### config.mk
export PLATFORM = sky130hd
export DESIGN_NAME = phase_period_meter
export DESIGN_NICKNAME = d
export VERILOG_FILES = /design/src/rtl/ppm_pkg.sv /design/src/rtl/ppm_sync_edge.sv /design/src/rtl/ppm_ctrl.sv /design/src/rtl/ppm_datapath.sv /design/src/rtl/phase_period_meter.sv
export SDC_FILE = /design/constraint.sdc
export NUM_CORES = 1
export LEC_CHECK = 0
export ABC_AREA = 1
export BUFFER_PORTS_ARGS = -buffer_cell sky130_fd_sc_hd__buf_2
export CORE_MARGIN = 2
export CORE_UTILIZATION = 40
export CTS_CLUSTER_SIZE = 10
export DETAILED_ROUTE_END_ITERATION = 6
export PLACE_DENSITY = 0.62
export SYNTH_ARGS = -nofsm -noshare
export SYNTH_HDL_FRONTEND = slang
export SYNTH_SLANG_ARGS = --single-unit
export TNS_END_PERCENT = 10
### constraint.sdc
create_clock -name clk -period 2.79 [get_ports clk]
set_clock_uncertainty 0.05 [all_clocks]
set_input_delay 0.279 -clock clk [delete_from_list [all_inputs] [get_ports clk]]
set_output_delay 0.279 -clock clk [all_outputs]
set_load 0.01 [all_outputs]
### src/rtl/ppm_pkg.sv
package ppm_pkg;
  // Capture strobes from the control unit to the datapath
  typedef struct packed {
    logic capA;
    logic capB;
  } ppm_strobe_t;

  localparam int unsigned NumChan = 2;
  localparam int unsigned ChanA   = 0;
  localparam int unsigned ChanB   = 1;
endpackage

### src/rtl/ppm_sync_edge.sv
module ppm_sync_edge #(
  parameter int unsigned NUM_CH = 2,
  parameter int unsigned STAGES = 2
) (
  input  logic              clk,
  input  logic              rstN,
  input  logic [NUM_CH-1:0] asyncIn,
  output logic [NUM_CH-1:0] riseOut
);
  // Stage indices: 0..STAGES-1 form the synchronizer, STAGES is the history flop
  localparam int unsigned LastSync = STAGES - 1;

  for (genvar ch = 0; ch < NUM_CH; ch++) begin : g_chan
    logic [STAGES:0] shiftReg;

    always_ff @(posedge clk or negedge rstN) begin
      if (!rstN) begin
        shiftReg <= '0;
      end else begin
        shiftReg <= {shiftReg[STAGES-1:0], asyncIn[ch]};
      end
    end

    assign riseOut[ch] = shiftReg[LastSync] & ~shiftReg[STAGES];

    // A rise needs a low sample in between, so it never lasts two cycles
    p_rise_single_r10: assert property (@(posedge clk) disable iff (!rstN)
      riseOut[ch] |=> !riseOut[ch]);
  end
endmodule

### src/rtl/ppm_ctrl.sv
module ppm_ctrl
  import ppm_pkg::*;
#(
  parameter int unsigned NUM_CH = NumChan
) (
  input  logic              clk,
  input  logic              rstN,
  input  logic [NUM_CH-1:0] rise,
  output ppm_strobe_t       strobe,
  output logic              measValid
);
  // Two edges per channel make one full cycle
  localparam int unsigned EdgesNeeded = 2;
  localparam int unsigned EdgeCntW    = $clog2(EdgesNeeded + 1);

  logic [NUM_CH-1:0] chanReady;

  for (genvar ch = 0; ch < NUM_CH; ch++) begin : g_edges
    logic [EdgeCntW-1:0] edgeCnt;

    always_ff @(posedge clk or negedge rstN) begin
      if (!rstN) begin
        edgeCnt <= '0;
      end else if (rise[ch] && (edgeCnt != EdgeCntW'(EdgesNeeded))) begin
        edgeCnt <= edgeCnt + 1'b1;
      end
    end

    assign chanReady[ch] = (edgeCnt == EdgeCntW'(EdgesNeeded));
  end

  // Both channels are serviced in the same cycle when their edges coincide
  always_comb begin
    strobe.capA = rise[ChanA];
    strobe.capB = rise[ChanB];
  end

  assign measValid = &chanReady;

  p_valid_sticky_r8: assert property (@(posedge clk) disable iff (!rstN)
    measValid |=> measValid);

  p_valid_after_edge_r8: assert property (@(posedge clk) disable iff (!rstN)
    $rose(measValid) |-> $past(strobe.capA || strobe.capB));

  p_strobe_single_r3: assert property (@(posedge clk) disable iff (!rstN)
    strobe.capA |=> !strobe.capA);
endmodule

### src/rtl/ppm_datapath.sv
module ppm_datapath
  import ppm_pkg::*;
#(
  parameter int unsigned CNT_W = 16
) (
  input  logic             clk,
  input  logic             rstN,
  input  logic             tickEn,
  input  ppm_strobe_t      strobe,
  output logic [CNT_W-1:0] periodA,
  output logic [CNT_W-1:0] periodB,
  output logic [CNT_W-1:0] meanPeriod,
  output logic [CNT_W-1:0] phaseCount
);
  localparam int unsigned SumW = CNT_W + 1;

  logic [CNT_W-1:0] timeBase;
  logic [CNT_W-1:0] lastCapA;
  logic [CNT_W-1:0] lastCapB;
  logic [CNT_W-1:0] latestA;
  logic [SumW-1:0]  periodSum;

  // Free-running timebase using the full range, so wrap is natural
  always_ff @(posedge clk or negedge rstN) begin
    if (!rstN) begin
      timeBase <= '0;
    end else if (tickEn) begin
      timeBase <= timeBase + 1'b1;
    end
  end

  always_ff @(posedge clk or negedge rstN) begin
    if (!rstN) begin
      lastCapA <= '0;
      periodA  <= '0;
    end else if (strobe.capA) begin
      periodA  <= timeBase - lastCapA;
      lastCapA <= timeBase;
    end
  end

  always_ff @(posedge clk or negedge rstN) begin
    if (!rstN) begin
      lastCapB <= '0;
      periodB  <= '0;
    end else if (strobe.capB) begin
      periodB  <= timeBase - lastCapB;
      lastCapB <= timeBase;
    end
  end

  // A coincident A edge counts as the latest A capture
  assign latestA = strobe.capA ? timeBase : lastCapA;

  always_ff @(posedge clk or negedge rstN) begin
    if (!rstN) begin
      phaseCount <= '0;
    end else if (strobe.capB) begin
      phaseCount <= timeBase - latestA;
    end
  end

  assign periodSum  = {1'b0, periodA} + {1'b0, periodB};
  assign meanPeriod = periodSum[SumW-1:1];

  p_hold_no_tick_r2: assert property (@(posedge clk) disable iff (!rstN)
    !tickEn |=> $stable(timeBase));

  p_per_a_hold_r3: assert property (@(posedge clk) disable iff (!rstN)
    !strobe.capA |=> $stable(periodA));

  p_per_b_hold_r4: assert property (@(posedge clk) disable iff (!rstN)
    !strobe.capB |=> $stable(periodB));

  p_phase_hold_r6: assert property (@(posedge clk) disable iff (!rstN)
    !strobe.capB |=> $stable(phaseCount));

  p_coincident_zero_r7: assert property (@(posedge clk) disable iff (!rstN)
    (strobe.capA && strobe.capB) |=> (phaseCount == '0));
endmodule

### src/rtl/phase_period_meter.sv
module phase_period_meter
  import ppm_pkg::*;
#(
  parameter int unsigned CNT_W       = 16,
  parameter int unsigned SYNC_STAGES = 2
) (
  input  logic             clk,
  input  logic             rstN,
  input  logic             tickEn,
  input  logic             sigA,
  input  logic             sigB,
  output logic [CNT_W-1:0] periodA,
  output logic [CNT_W-1:0] periodB,
  output logic [CNT_W-1:0] meanPeriod,
  output logic [CNT_W-1:0] phaseCount,
  output logic             measValid
);
  logic [NumChan-1:0] rawIn;
  logic [NumChan-1:0] riseVec;
  ppm_strobe_t        strobe;

  assign rawIn[ChanA] = sigA;
  assign rawIn[ChanB] = sigB;

  ppm_sync_edge #(
    .NUM_CH (NumChan),
    .STAGES (SYNC_STAGES)
  ) u_sync (
    .clk     (clk),
    .rstN    (rstN),
    .asyncIn (rawIn),
    .riseOut (riseVec)
  );

  ppm_ctrl #(
    .NUM_CH (NumChan)
  ) u_ctrl (
    .clk       (clk),
    .rstN      (rstN),
    .rise      (riseVec),
    .strobe    (strobe),
    .measValid (measValid)
  );

  ppm_datapath #(
    .CNT_W (CNT_W)
  ) u_dp (
    .clk        (clk),
    .rstN       (rstN),
    .tickEn     (tickEn),
    .strobe     (strobe),
    .periodA    (periodA),
    .periodB    (periodB),
    .meanPeriod (meanPeriod),
    .phaseCount (phaseCount)
  );
endmodule

* Yosys cells after proc, flatten, opt, wreduce, memory -nomap -nowiden
Cells that the tools add are included.
** Storage, ports and cells
- Flip-flop bits (word level) :: 106
- Output and inout bits :: 65
** Operators by class
- Add/sub/neg operators :: 7
- Equality and inequality tests :: 4
- Mux-type cells :: 1
- Bitwise logic cells :: 4
- Reduce and logical (&&, ||, !) cells :: 3
** Operators with widths (count)
- subtractor 16 bit :: 3
- adder 16 x 16 -> 17 bit :: 1
- adder 16 x 1 -> 16 bit, second input constant :: 1
- two-way mux 16 bit :: 1
- adder 2 x 1 -> 2 bit, second input constant :: 2
- equality test 2 bit, second input constant :: 2
- != test 2 bit, second input constant :: 2
- bitwise AND 1 bit :: 2
- logical AND 1 bit :: 2
- NOT 1 bit :: 2
- AND reduction 2 bit :: 1

* Depth between registers and ports, before layout
Gate-level depths: netlist of run 1.
- Depth in word-level cells :: 4
- Depth in mapped cells :: 19
- Gate-level depth less buffers :: 16

* Cells and area by module
A second synthesis of run 1 with hierarchy kept.
** Unflattened totals
- Cells, all modules :: 1144
- Area total of the unflattened synthesis :: 7748.7 µm²
** By module, submodules not included
- ppm_datapath :: times used 1, cells an instance 1104, area each 7345.8 µm²
- ppm_ctrl :: times used 1, cells an instance 30, area each 232.7 µm²
- ppm_sync_edge :: times used 1, cells an instance 10, area each 170.2 µm²

* Worst setup path before layout of run 1
No wires, ideal clock.
- Path kind :: register to register
- Start point :: register u_sync.g_chan[0].shiftReg[1]
- End point :: register u_dp.phaseCount[8]
- Setup time :: 0.117 ns
- Arrival time :: 2.422 ns
- Required time :: 2.623 ns
- Slack :: 0.201 ns
- Cell stages (with the launch flop) :: 15
- Buffers on the path :: 3
- Cell sequence :: dfrtp_1 -> nand2_4 -> buf_6 -> buf_2 -> clkbuf_1 -> o21ai_0 -> ha_1 -> fa_1 -> nand3b_1 -> a21boi_2 -> nand3_1 -> nand2_1 -> nand2_1 -> nand3_1 -> nand2_1
** Between the ends
- Longest elaborated chain between the ends :: 3
** RTL lines
- start: declaration :: line ppm_sync_edge.sv:14 : logic [STAGES:0] shiftReg;
- start signal: assignment :: line ppm_sync_edge.sv:20 : shiftReg <= {shiftReg[STAGES-1:0], asyncIn[ch]};
- bitwise AND 1 bit :: line ppm_sync_edge.sv:24 : assign riseOut[ch] = shiftReg[LastSync] & ~shiftReg[STAGES];
- two-way mux 16 bit
- net u_dp.latestA[0] :: line ppm_datapath.sv:20 : logic [CNT_W-1:0] latestA;
- subtractor 16 bit :: line ppm_datapath.sv:59 : phaseCount <= timeBase - latestA;
- end signal: assignment :: line ppm_datapath.sv:59
- end: declaration :: line ppm_datapath.sv:13 : output logic [CNT_W-1:0] phaseCount
The timed path passes the listed nets, and every way through them passes these cells.
A chain may end at the register's enable or synchronous reset.

* Worst setup path after layout of run 1
- Start point :: register u_dp.periodA[2]
- End point :: output port meanPeriod[8]
** Between the ends
- Longest elaborated chain between the ends :: 1
** RTL lines
- start: declaration :: line ppm_datapath.sv:10 : output logic [CNT_W-1:0] periodA,
- start signal: assignment :: line ppm_datapath.sv:37 : periodA <= timeBase - lastCapA;
- adder 16 x 16 -> 17 bit :: line ppm_datapath.sv:63 : assign periodSum = {1'b0, periodA} + {1'b0, periodB};
- end: declaration :: line phase_period_meter.sv:14 : output logic [CNT_W-1:0] meanPeriod,
No other way between the ends.

==> results of run 1 <==
worst max path at each step:
stage,from,end,slack [ns]
2_1_floorplan,u_sync.g_chan[0].shiftReg[1],u_dp.phaseCount[8],0.20
3_3_place_gp,u_dp.timeBase[0],u_dp.phaseCount[14],0.48
3_5_place_dp,u_dp.timeBase[0],u_dp.phaseCount[12],0.42
4_1_cts,u_dp.periodA[2],meanPeriod[8],0.16
5_1_grt,u_dp.periodA[2],meanPeriod[8],0.002
6_report,u_dp.periodA[2],meanPeriod[8],0.15
metrics by stage:
| step | util | worst slack, ns | hold WS, ns |
|---|---|---|---|
| 2_1_floorplan | - | 0.2007 | -0.06659 |
| 3_3_place_gp | 0.4404 | 0.4785 | 0.1874 |
| 3_5_place_dp | 0.4404 | 0.4151 | 0.1877 |
| 4_1_cts | 0.4587 | 0.1583 | 0.09348 |
| 5_1_grt | 0.4587 | 0.001955 | 0.09997 |
| 6_report | 0.4587 | 0.1512 | 0.09954 |
routing by layer:
layer / vias up / part of all wire / routed length (um) / GRT usage
met1: 2778 / 0.50 / 8451 / 0.2536
met2: 116 / 0.44 / 7498 / 0.2956
met3: 21 / 0.038 / 645 / 0.02244
met5: - / 0 / 0 / 0
met4: 0 / 0.020 / 336 / 0.06752
li1: 3234 / - / - / -
layout by cell type (no fill, tap or decap), types with 6 or more instances in the layout:
| cell | synthesis | layout |
|---|---|---|
| a21oi_1 | 50 | 50 |
| o21ai_0 | 74 | 74 |
| nor2_4 | 5 | 6 |
| nand2_1 | 243 | 243 |
| buf_2 | 4 | 68 |
| xor2_1 | 33 | 33 |
| nand3_1 | 62 | 62 |
| nor2_2 | 6 | 6 |
| inv_1 | 116 | 116 |
| clkbuf_16 | 0 | 9 |
| ha_1 | 54 | 54 |
| inv_2 | 10 | 10 |
| a31oi_1 | 11 | 11 |
| buf_4 | 0 | 6 |
| nor3_1 | 6 | 6 |
| o21ai_1 | 8 | 8 |
| nand3b_1 | 8 | 8 |
| o21bai_1 | 7 | 7 |
| nor2_1 | 46 | 45 |
| nand2_2 | 8 | 8 |
| nand4_1 | 13 | 13 |
| nand3_2 | 17 | 17 |
| xnor2_1 | 13 | 13 |
| dfrtp_1 | 106 | 106 |
cell families (layout without fill, tap and decap cells):
logic type / after synthesis / after routing / synth area share
and+or+nand+nor: 428 / 428 / 0.2791
AOI/OAI and AO/OA: 163 / 163 / 0.1210
buffers and inverters: 145 / 221 / 0.07841
DFF: 106 / 106 / 0.3630
adders and majority gates: 58 / 58 / 0.1034
xor gates and xnor gates: 46 / 46 / 0.05513
area by class of cell:
| type | count | area [um^2] | share of cell area |
|---|---|---|---|
| clock buffer | 14 | 264.0 | 0.03204 |
| clock inverter | 2 | 35.03 | 0.004251 |
| inverter | 127 | 476.7 | 0.05785 |
| multi-input combinational | 695 | 4090 | 0.4964 |
| sequential | 106 | 2653 | 0.3219 |
| tap | 229 | 286.5 | 0.03477 |
| timing repair buffer | 78 | 435.4 | 0.05284 |
registers in the layout, summed over array words and instances (netlist names):
signal / count
u_dp.periodB: 16
u_ctrl.g_edges.edgeCnt: 4
u_dp.timeBase: 16
u_dp.lastCapA: 16
u_dp.periodA: 16
u_dp.lastCapB: 16
u_dp.phaseCount: 16
u_sync.g_chan.shiftReg: 6
power breakdown:
part           total [mW]  internal, mW  switching [mW]
sequential           2.46          2.01           0.449
combinational        5.19          2.02            3.17
clock                1.31         0.745           0.566
total                8.97          4.78            4.19
worst max-delay path: stages, from the launching register on:
cell	delay [ns]
dfrtp_1	0.41
ha_1	0.38
a21oi_1	0.18
o21ai_2	0.12
a21oi_1	0.30
o21ai_1	0.16
nand2_1	0.08
nand2_1	0.06
xor2_1	0.14
buf_2	0.14
==> impl_results.html, run 1 <==
<table>
<tr><th>Metric</th><th>Value</th></tr>
<tr><th colspan="2">Worst setup path</th></tr>
<tr><td>Data arrival time of the critical path</td><td>2.31 ns</td></tr>
<tr><td>Reg-to-reg slack, setup</td><td>0.40 ns</td></tr>
<tr><td>Maximum net fanout on the critical path</td><td>5</td></tr>
<tr><td>Worst Setup End Kind</td><td>primary output</td></tr>
<tr><td>Required time worst endpoint</td><td>2.46 ns</td></tr>
<tr><td>Crit path kind</td><td>flop to primary output</td></tr>
<tr><td>Reg-to-Reg Start</td><td>u_dp.timeBase[0]</td></tr>
<tr><td>RR Endpoint</td><td>u_dp.phaseCount[14]</td></tr>
<tr><td>Launching element type of the critical path</td><td>flop</td></tr>
<tr><td>Reg2reg path depth</td><td>13</td></tr>
<tr><th colspan="2">GRT</th></tr>
<tr><td>Final global-route overflow total</td><td>0</td></tr>
<tr><td>First-pass GRT wire length</td><td>28720 um</td></tr>
<tr><td>Via count of the first global-routing pass</td><td>5929</td></tr>
<tr><td>Total track usage</td><td>0.1831</td></tr>
<tr><td>Largest net degree at the start of global routing</td><td>80</td></tr>
<tr><td>Number of antenna violations at the first check in global routing</td><td>0</td></tr>
<tr><th colspan="2">Route</th></tr>
<tr><td>Post-DR vias/cell</td><td>4.915</td></tr>
<tr><td>Drt first-iter violations</td><td>301</td></tr>
<tr><td>Remaining routing DRC violations</td><td>0</td></tr>
<tr><td>Drt pass-1 iters</td><td>5</td></tr>
<tr><td>Routed WL per cell</td><td>13.53 um</td></tr>
<tr><td>Final wirelength</td><td>16930 um</td></tr>
<tr><td>Number of antenna-violating nets in the routed design</td><td>0</td></tr>
<tr><td>Vias</td><td>6149</td></tr>
<tr><th colspan="2">Cells and area</th></tr>
<tr><td>Synth-to-Final Area Change</td><td>12.75%</td></tr>
<tr><td>Count of nets after finishing</td><td>1080</td></tr>
<tr><td>Fillers</td><td>1832</td></tr>
<tr><td>Final Non-Filler Cells</td><td>1251</td></tr>
<tr><td>Final Instance Area</td><td>8240 um^2</td></tr>
<tr><td>Share of post-route cells with drive strength above 1</td><td>0.1477</td></tr>
<tr><td>Number of diodes added for antenna fixing</td><td>0</td></tr>
<tr><th colspan="2">Clock tree</th></tr>
<tr><td>Clock Latency Late Sink</td><td>0.36 ns</td></tr>
<tr><td>Postcts setup bufs</td><td>0</td></tr>
<tr><td>Clock transition at the register clock pins on the worst setup and hold paths after CTS</td><td>0.07 ns</td></tr>
<tr><td>Post-cts repair resize count</td><td>0</td></tr>
<tr><td>CTS max path bufs</td><td>2</td></tr>
<tr><td>Number of hold-repair buffers added at the cts stage</td><td>3</td></tr>
<tr><td>Clock tree from TritonCTS</td><td>built</td></tr>
<tr><td>Level count of the clock H-tree</td><td>3</td></tr>
<tr><td>Number of buffers created by CTS</td><td>9</td></tr>
<tr><td>Sinks on the clock net</td><td>106</td></tr>
<tr><td>Clock tree root buffer cell</td><td>clkbuf_16</td></tr>
<tr><th colspan="2">Timing</th></tr>
<tr><td>Total of endpoints with negative setup slack in the final report</td><td>0</td></tr>
<tr><td>Setup repair after global routing missed its margin</td><td>no</td></tr>
<tr><td>Final sum of negative setup slack</td><td>0 ns</td></tr>
<tr><td>Final Slew Violations</td><td>0</td></tr>
<tr><td>Minimum clock period</td><td>2.639 ns</td></tr>
<tr><td>Worst-Margin Slew</td><td>0.5110 ns</td></tr>
<tr><td>Fin. Hold Viols</td><td>0</td></tr>
<tr><td>Peak Freq</td><td>379.0 MHz</td></tr>
<tr><td>Fraction of the cycle the final worst path needs</td><td>0.9458</td></tr>
<tr><td>Headroom to the max-slew limit</td><td>0.6593</td></tr>
<tr><th colspan="2">Logic synthesis</th></tr>
<tr><td>Yosys synthesis warning count</td><td>0</td></tr>
<tr><td>Cell area after synthesis</td><td>7308 um^2</td></tr>
<tr><td>Sequential fraction of the synthesis area</td><td>0.3630</td></tr>
<tr><td>Top flip-flop cell by instance count after synthesis</td><td>dfrtp_1</td></tr>
<tr><td>Post-Syn Nets</td><td>1009</td></tr>
<tr><td>Number of register bits inferred by synthesis</td><td>106</td></tr>
<tr><td>Post-synth cell types</td><td>38</td></tr>
<tr><td>Proportion of register bits with asynchronous set or reset after synthesis</td><td>1.000</td></tr>
<tr><td>Count of flip-flops with a built-in enable after synthesis</td><td>0</td></tr>
<tr><td>Fraction of synthesized cell area taken by the top area cell type</td><td>0.3630</td></tr>
<tr><td>Top post-synthesis cells by count</td><td>nand2_1 (243), inv_1 (116), dfrtp_1 (106)</td></tr>
<tr><td>Top cell type by total area after synthesis</td><td>dfrtp_1</td></tr>
<tr><td>Cells taking the most area after synthesis</td><td>dfrtp_1 (36%), nand2_1 (12%), ha_1 (9.2%)</td></tr>
<tr><td>Library cell with the highest instance count after synthesis</td><td>nand2_1</td></tr>
<tr><td>Post-synthesis instance total</td><td>946</td></tr>
<tr><td>Average footprint of a synthesized cell</td><td>7.725 um^2</td></tr>
<tr><th colspan="2">Die</th></tr>
<tr><td>Number of primary I/O pins</td><td>70</td></tr>
<tr><td>Area enclosed by the die boundary</td><td>19370 um^2</td></tr>
<tr><td>Initial Utilization</td><td>0.4068</td></tr>
<tr><td>Horizontal die dimension</td><td>139.2 um</td></tr>
<tr><td>Site Rows</td><td>49</td></tr>
<tr><td>Vert. Die Dim</td><td>139.2 um</td></tr>
<tr><td>Core ar.</td><td>17960 um^2</td></tr>
<tr><th colspan="2">Power</th></tr>
<tr><td>Total Power</td><td>8.966 mW</td></tr>
<tr><td>Leakage power</td><td>4.400 nW</td></tr>
<tr><td>IR drop worst, VDD</td><td>0.0008399 V</td></tr>
<tr><td>Power per standard cell area</td><td>1088 nW/um^2</td></tr>
<tr><th colspan="2">Min path</th></tr>
<tr><td>Min-delay worst type</td><td>primary input to flop</td></tr>
<tr><td>Capture endpoint of the worst hold path</td><td>u_dp.timeBase[0]</td></tr>
<tr><td>Hold wc startpoint</td><td>tickEn</td></tr>
<tr><td>Depth of the worst hold-timing path</td><td>2</td></tr>
<tr><th colspan="2">Place</th></tr>
<tr><td>HPWL Detailed</td><td>13100 um</td></tr>
<tr><td>Routability Congestion</td><td>0.9006</td></tr>
<tr><td># placed instances</td><td>1232</td></tr>
<tr><td>I/O Buffers</td><td>69</td></tr>
<tr><td>Cell area reported after detailed placement</td><td>7911 um^2</td></tr>
<tr><th colspan="2">Run</th></tr>
<tr><td>Number of max-capacitance violations reported</td><td>0</td></tr>
<tr><th colspan="2">Status</th></tr>
<tr><td>Outcome</td><td>finished, final reports clean</td></tr>
</table>
No activity file was read; power rests on OpenSTA's default activity.
==> inputs of run 2 (changes only) <==
--- a/config.mk
+++ b/config.mk
@@ -11,8 +11,10 @@
 export CORE_UTILIZATION = 40
 export CTS_CLUSTER_SIZE = 10
 export DETAILED_ROUTE_END_ITERATION = 6
+export GPL_ROUTABILITY_DRIVEN = 0
 export PLACE_DENSITY = 0.62
 export SYNTH_ARGS = -nofsm -noshare
 export SYNTH_HDL_FRONTEND = slang
+export SYNTH_HIERARCHICAL = 1
 export SYNTH_SLANG_ARGS = --single-unit
 export TNS_END_PERCENT = 10
==> constraint.sdc (replaced) <==
create_clock -name clk -period 2.79 [get_ports clk]
set_clock_uncertainty 0.05 [all_clocks]
set_input_delay 0.1395 -clock clk [delete_from_list [all_inputs] [get_ports clk]]
set_output_delay 0.1395 -clock clk [all_outputs]
set_load 0.01 [all_outputs]
==> impl_results.html, run 2 <==
<table>
<tr><th>Metric</th><th>Value</th></tr>
<tr><th colspan="2">Clock tree</th></tr>
<tr><td>Sinks on the clock net</td><td>106</td></tr>
<tr><td>Number of buffers created by CTS</td><td>9</td></tr>
<tr><td>Clock tree from TritonCTS</td><td>built</td></tr>
<tr><td>Clock tree root buffer cell</td><td>clkbuf_16</td></tr>
<tr><td>Postcts setup bufs</td><td>0</td></tr>
<tr><td>Clock Latency Late Sink</td><td>0.36 ns</td></tr>
<tr><td>CTS max path bufs</td><td>2</td></tr>
<tr><td>Clock transition at the register clock pins on the worst setup and hold paths after CTS</td><td>0.08 ns</td></tr>
<tr><td>Level count of the clock H-tree</td><td>3</td></tr>
<tr><th colspan="2">Status</th></tr>
<tr><td>Outcome</td><td>finished, final reports clean</td></tr>
<tr><th colspan="2">Worst setup path</th></tr>
<tr><td>Reg-to-Reg Start</td><td>u_sync/g_chan[0].shiftReg[1]</td></tr>
<tr><td>Most frequent CP cell</td><td>nand2_1</td></tr>
<tr><td>Data arrival time of the critical path</td><td>2.73 ns</td></tr>
<tr><td>Required time worst endpoint</td><td>3.00 ns</td></tr>
<tr><td>Crit path kind</td><td>flop to flop</td></tr>
<tr><td>Maximum net fanout on the critical path</td><td>14</td></tr>
<tr><td>Standard cell with the maximum stage delay on the critical path</td><td>dfrtp_1</td></tr>
<tr><td>Worst Setup End Kind</td><td>flop</td></tr>
<tr><td>Cells along the critical path</td><td>inv_1, nor2_2, inv_1, buf_4, nand2_1, o21ai_0, ha_1, inv_1, fa_1, nand2_1, nand2_1, nand3_1, nand2_1, or2_2, nand3_1, nand2_1</td></tr>
<tr><td>RR Endpoint</td><td>u_dp/phaseCount[6]</td></tr>
<tr><td>Reg2reg path depth</td><td>16</td></tr>
<tr><td>Launching element type of the critical path</td><td>flop</td></tr>
<tr><td>Reg-to-reg slack, setup</td><td>0.27 ns</td></tr>
<tr><td>Largest stage delay, worst path</td><td>0.39 ns</td></tr>
<tr><th colspan="2">Die</th></tr>
<tr><td>Area enclosed by the die boundary</td><td>20500 um^2</td></tr>
<tr><td>Core ar.</td><td>18830 um^2</td></tr>
<tr><td>Initial Utilization</td><td>0.4115</td></tr>
<tr><td>Number of primary I/O pins</td><td>70</td></tr>
<tr><td>Horizontal die dimension</td><td>143.2 um</td></tr>
<tr><td>Site Rows</td><td>50</td></tr>
<tr><td>Vert. Die Dim</td><td>143.2 um</td></tr>
<tr><th colspan="2">Cells and area</th></tr>
<tr><td>Final Non-Filler Cells</td><td>1490</td></tr>
<tr><td>Number of diodes added for antenna fixing</td><td>0</td></tr>
<tr><td>Synth-to-Final Area Change</td><td>13.94%</td></tr>
<tr><td>Count of nets after finishing</td><td>1298</td></tr>
<tr><td>Share of post-route cells with drive strength above 1</td><td>0.1024</td></tr>
<tr><td>Most frequent standard cell in the layout excluding fill and tap cells</td><td>nand2_1</td></tr>
<tr><td>Fillers</td><td>1934</td></tr>
<tr><td>Top library cells by usage in the layout, fill and taps aside</td><td>nand2_1 (422), inv_1 (207), dfrtp_1 (106), nand3_1 (79), buf_2 (68)</td></tr>
<tr><th colspan="2">Run</th></tr>
<tr><td>Number of max-capacitance violations reported</td><td>0</td></tr>
<tr><th colspan="2">Min path</th></tr>
<tr><td>Min-delay worst type</td><td>primary input to async pin</td></tr>
<tr><th colspan="2">GRT</th></tr>
<tr><td>Total track usage</td><td>0.1983</td></tr>
<tr><td>Largest net degree at the start of global routing</td><td>53</td></tr>
<tr><td>Via count of the first global-routing pass</td><td>6844</td></tr>
<tr><td>Number of antenna violations at the first check in global routing</td><td>0</td></tr>
<tr><td>First-pass GRT wire length</td><td>32570 um</td></tr>
<tr><td>Final global-route overflow total</td><td>0</td></tr>
<tr><th colspan="2">Logic synthesis</th></tr>
<tr><td>Yosys synthesis warning count</td><td>6</td></tr>
<tr><td>Top post-synthesis cells by count</td><td>nand2_1 (422), inv_1 (207), dfrtp_1 (106)</td></tr>
<tr><td>Cells taking the most area after synthesis</td><td>dfrtp_1 (34%), nand2_1 (20%), ha_1 (10%)</td></tr>
<tr><td>Sequential fraction of the synthesis area</td><td>0.3423</td></tr>
<tr><td>Library cell with the highest instance count after synthesis</td><td>nand2_1</td></tr>
<tr><td>Cell area after synthesis</td><td>7749 um^2</td></tr>
<tr><td>Post-synthesis instance total</td><td>1144</td></tr>
<tr><td>Post-Syn Nets</td><td>1217</td></tr>
<tr><td>Top cell type by total area after synthesis</td><td>dfrtp_1</td></tr>
<tr><td>Post-synth cell types</td><td>30</td></tr>
<tr><td>Proportion of register bits with asynchronous set or reset after synthesis</td><td>1.000</td></tr>
<tr><td>Top flip-flop cell by instance count after synthesis</td><td>dfrtp_1</td></tr>
<tr><td>Count of flip-flops with a built-in enable after synthesis</td><td>0</td></tr>
<tr><td>Average footprint of a synthesized cell</td><td>6.773 um^2</td></tr>
<tr><td>Number of register bits inferred by synthesis</td><td>106</td></tr>
<tr><td>Fraction of synthesized cell area taken by the top area cell type</td><td>0.3423</td></tr>
<tr><th colspan="2">Timing</th></tr>
<tr><td>Total of endpoints with negative setup slack in the final report</td><td>0</td></tr>
<tr><td>Headroom to the max-slew limit</td><td>0.5226</td></tr>
<tr><td>Fin. Hold Viols</td><td>0</td></tr>
<tr><td>Minimum clock period</td><td>2.518 ns</td></tr>
<tr><td>Final Slew Violations</td><td>0</td></tr>
<tr><td>Final sum of negative setup slack</td><td>0 ns</td></tr>
<tr><td>Setup repair after global routing missed its margin</td><td>no</td></tr>
<tr><td>Peak Freq</td><td>397.2 MHz</td></tr>
<tr><td>Fraction of the cycle the final worst path needs</td><td>0.9024</td></tr>
<tr><td>Worst-Margin Slew</td><td>0.7153 ns</td></tr>
<tr><th colspan="2">Power</th></tr>
<tr><td>Clock network fraction of total power</td><td>0.146</td></tr>
<tr><td>Switching part of the total power</td><td>0.4829</td></tr>
<tr><td>Pint</td><td>4.994 mW</td></tr>
<tr><td>Power per standard cell area</td><td>1094 nW/um^2</td></tr>
<tr><td>Reg power frac</td><td>0.254</td></tr>
<tr><td>Leakage power</td><td>5.210 nW</td></tr>
<tr><td>Switching pwr</td><td>4.663 mW</td></tr>
<tr><td>Part of the total power dissipated in combinational logic</td><td>0.600</td></tr>
<tr><td>IR drop worst, VDD</td><td>0.0005399 V</td></tr>
<tr><th colspan="2">Place</th></tr>
<tr><td>I/O Buffers</td><td>69</td></tr>
<tr><td>HPWL Detailed</td><td>14820 um</td></tr>
<tr><td># placed instances</td><td>1470</td></tr>
<tr><th colspan="2">Route</th></tr>
<tr><td>Remaining routing DRC violations</td><td>0</td></tr>
<tr><td>Routed WL per cell</td><td>12.72 um</td></tr>
<tr><td>Final wirelength</td><td>18950 um</td></tr>
<tr><td>Drt first-iter violations</td><td>310</td></tr>
<tr><td>Number of antenna-violating nets in the routed design</td><td>0</td></tr>
<tr><td>Post-DR vias/cell</td><td>4.740</td></tr>
<tr><td>Vias</td><td>7062</td></tr>
<tr><td>Drt pass-1 iters</td><td>5</td></tr>
</table>
run 2: cell count changes in the layout (fill, tap and decap cells not counted), moves of 12 or more:
cell and delta:
nand2_1 +179, inv_1 +91, nand3_1 +17, nand3_2 -17, a21oi_1 -14, xor2_1 -13, o21ai_0 -12
run 2: layout make-up:
cell class | instances | area (um^2) | share of cell area
Clock inverter | 7 | 98.84 | 0.01120
Clock buffer | 9 | 225.2 | 0.02551
Tap cell | 260 | 325.3 | 0.03685
Sequential cell | 106 | 2653 | 0.3005
Inverter | 209 | 784.5 | 0.08886
Timing Repair Buffer | 88 | 500.5 | 0.05669
Multi-Input combinational cell | 811 | 4242 | 0.4804
run 2: per-stage QoR:
stage	instance area (um^2)	power, mW	setup WS, ns	hold WS [ns]	util
6_report	8828	9.657	0.2722	0.2876	0.4688
5_1_grt	8828	10.69	0.06652	0.3096	0.4688
4_1_cts	8828	9.708	0.2747	0.3069	0.4688
3_5_place_dp	8464	8.248	0.2852	0.1627	0.4495
3_3_place_gp	8464	8.160	0.3679	0.1600	0.4495
2_1_floorplan	7749	6.482	0.02932	-0.2061	-
run 2: power by group through the flow:
stage	clock, mW	combinational, mW	sequential [mW]
finish	1.41	5.80	2.46
global route	1.50	6.66	2.53
CTS	1.45	5.80	2.46
detailed placement	0	5.76	2.48
global placement	0	5.68	2.48
floorplan	0	3.99	2.49
run 2: cells by family (layout without fill, tap and decap cells):
family,count (synthesis),count (layout),synth area share
compound gates,105,105,0.06943
xor+xnor,34,34,0.03940
fa+ha+maj,68,68,0.1137
buf+inv,227,313,0.1109
flops,106,106,0.3423
simple gates,604,604,0.3242
run 2: worst max-delay path: cells and delay by family, from the launching register on:
kind | cells | cell delay (ns)
buffers and inverters | 4 | 0.41
adder cells (fa/ha/maj) | 2 | 0.60
AND/OR/NAND/NOR | 9 | 0.84
flip-flops | 1 | 0.39
AO/OA/AOI/OAI | 1 | 0.10
run 2: how the worst max path moves through the flow:
stage / startpoint / endpoint / slack [ns] / depth (start not counted)
after floorplan: u_sync/g_chan[0].shiftReg[1] / u_dp/phaseCount[6] / 0.03 / 18
after global placement: u_sync/g_chan[0].shiftReg[1] / u_dp/phaseCount[6] / 0.37 / 16
after detailed placement: u_sync/g_chan[0].shiftReg[1] / u_dp/phaseCount[6] / 0.29 / 16
after CTS: u_dp/periodA[0] / meanPeriod[13] / 0.27 / 12
after global routing: u_sync/g_chan[0].shiftReg[1] / u_dp/phaseCount[12] / 0.07 / 17
final: u_sync/g_chan[0].shiftReg[1] / u_dp/phaseCount[6] / 0.27 / 16
run 2: timing repair:
item                                    4_1_cts  5_1_grt
hold endpoints to repair                     47        0
endpoints found under the setup margin        0        1
gates resized for setup                       0        1
hold buffers                                  4        0
run 2: layer usage:
layer	GRT usage	wire, um	vias to the layer above
li1	-	-	3690
met1	0.2672	9321	3219
met2	0.3329	8563	131
met3	0.02046	691	22
met4	0.06722	371	0
met5	0	0	-
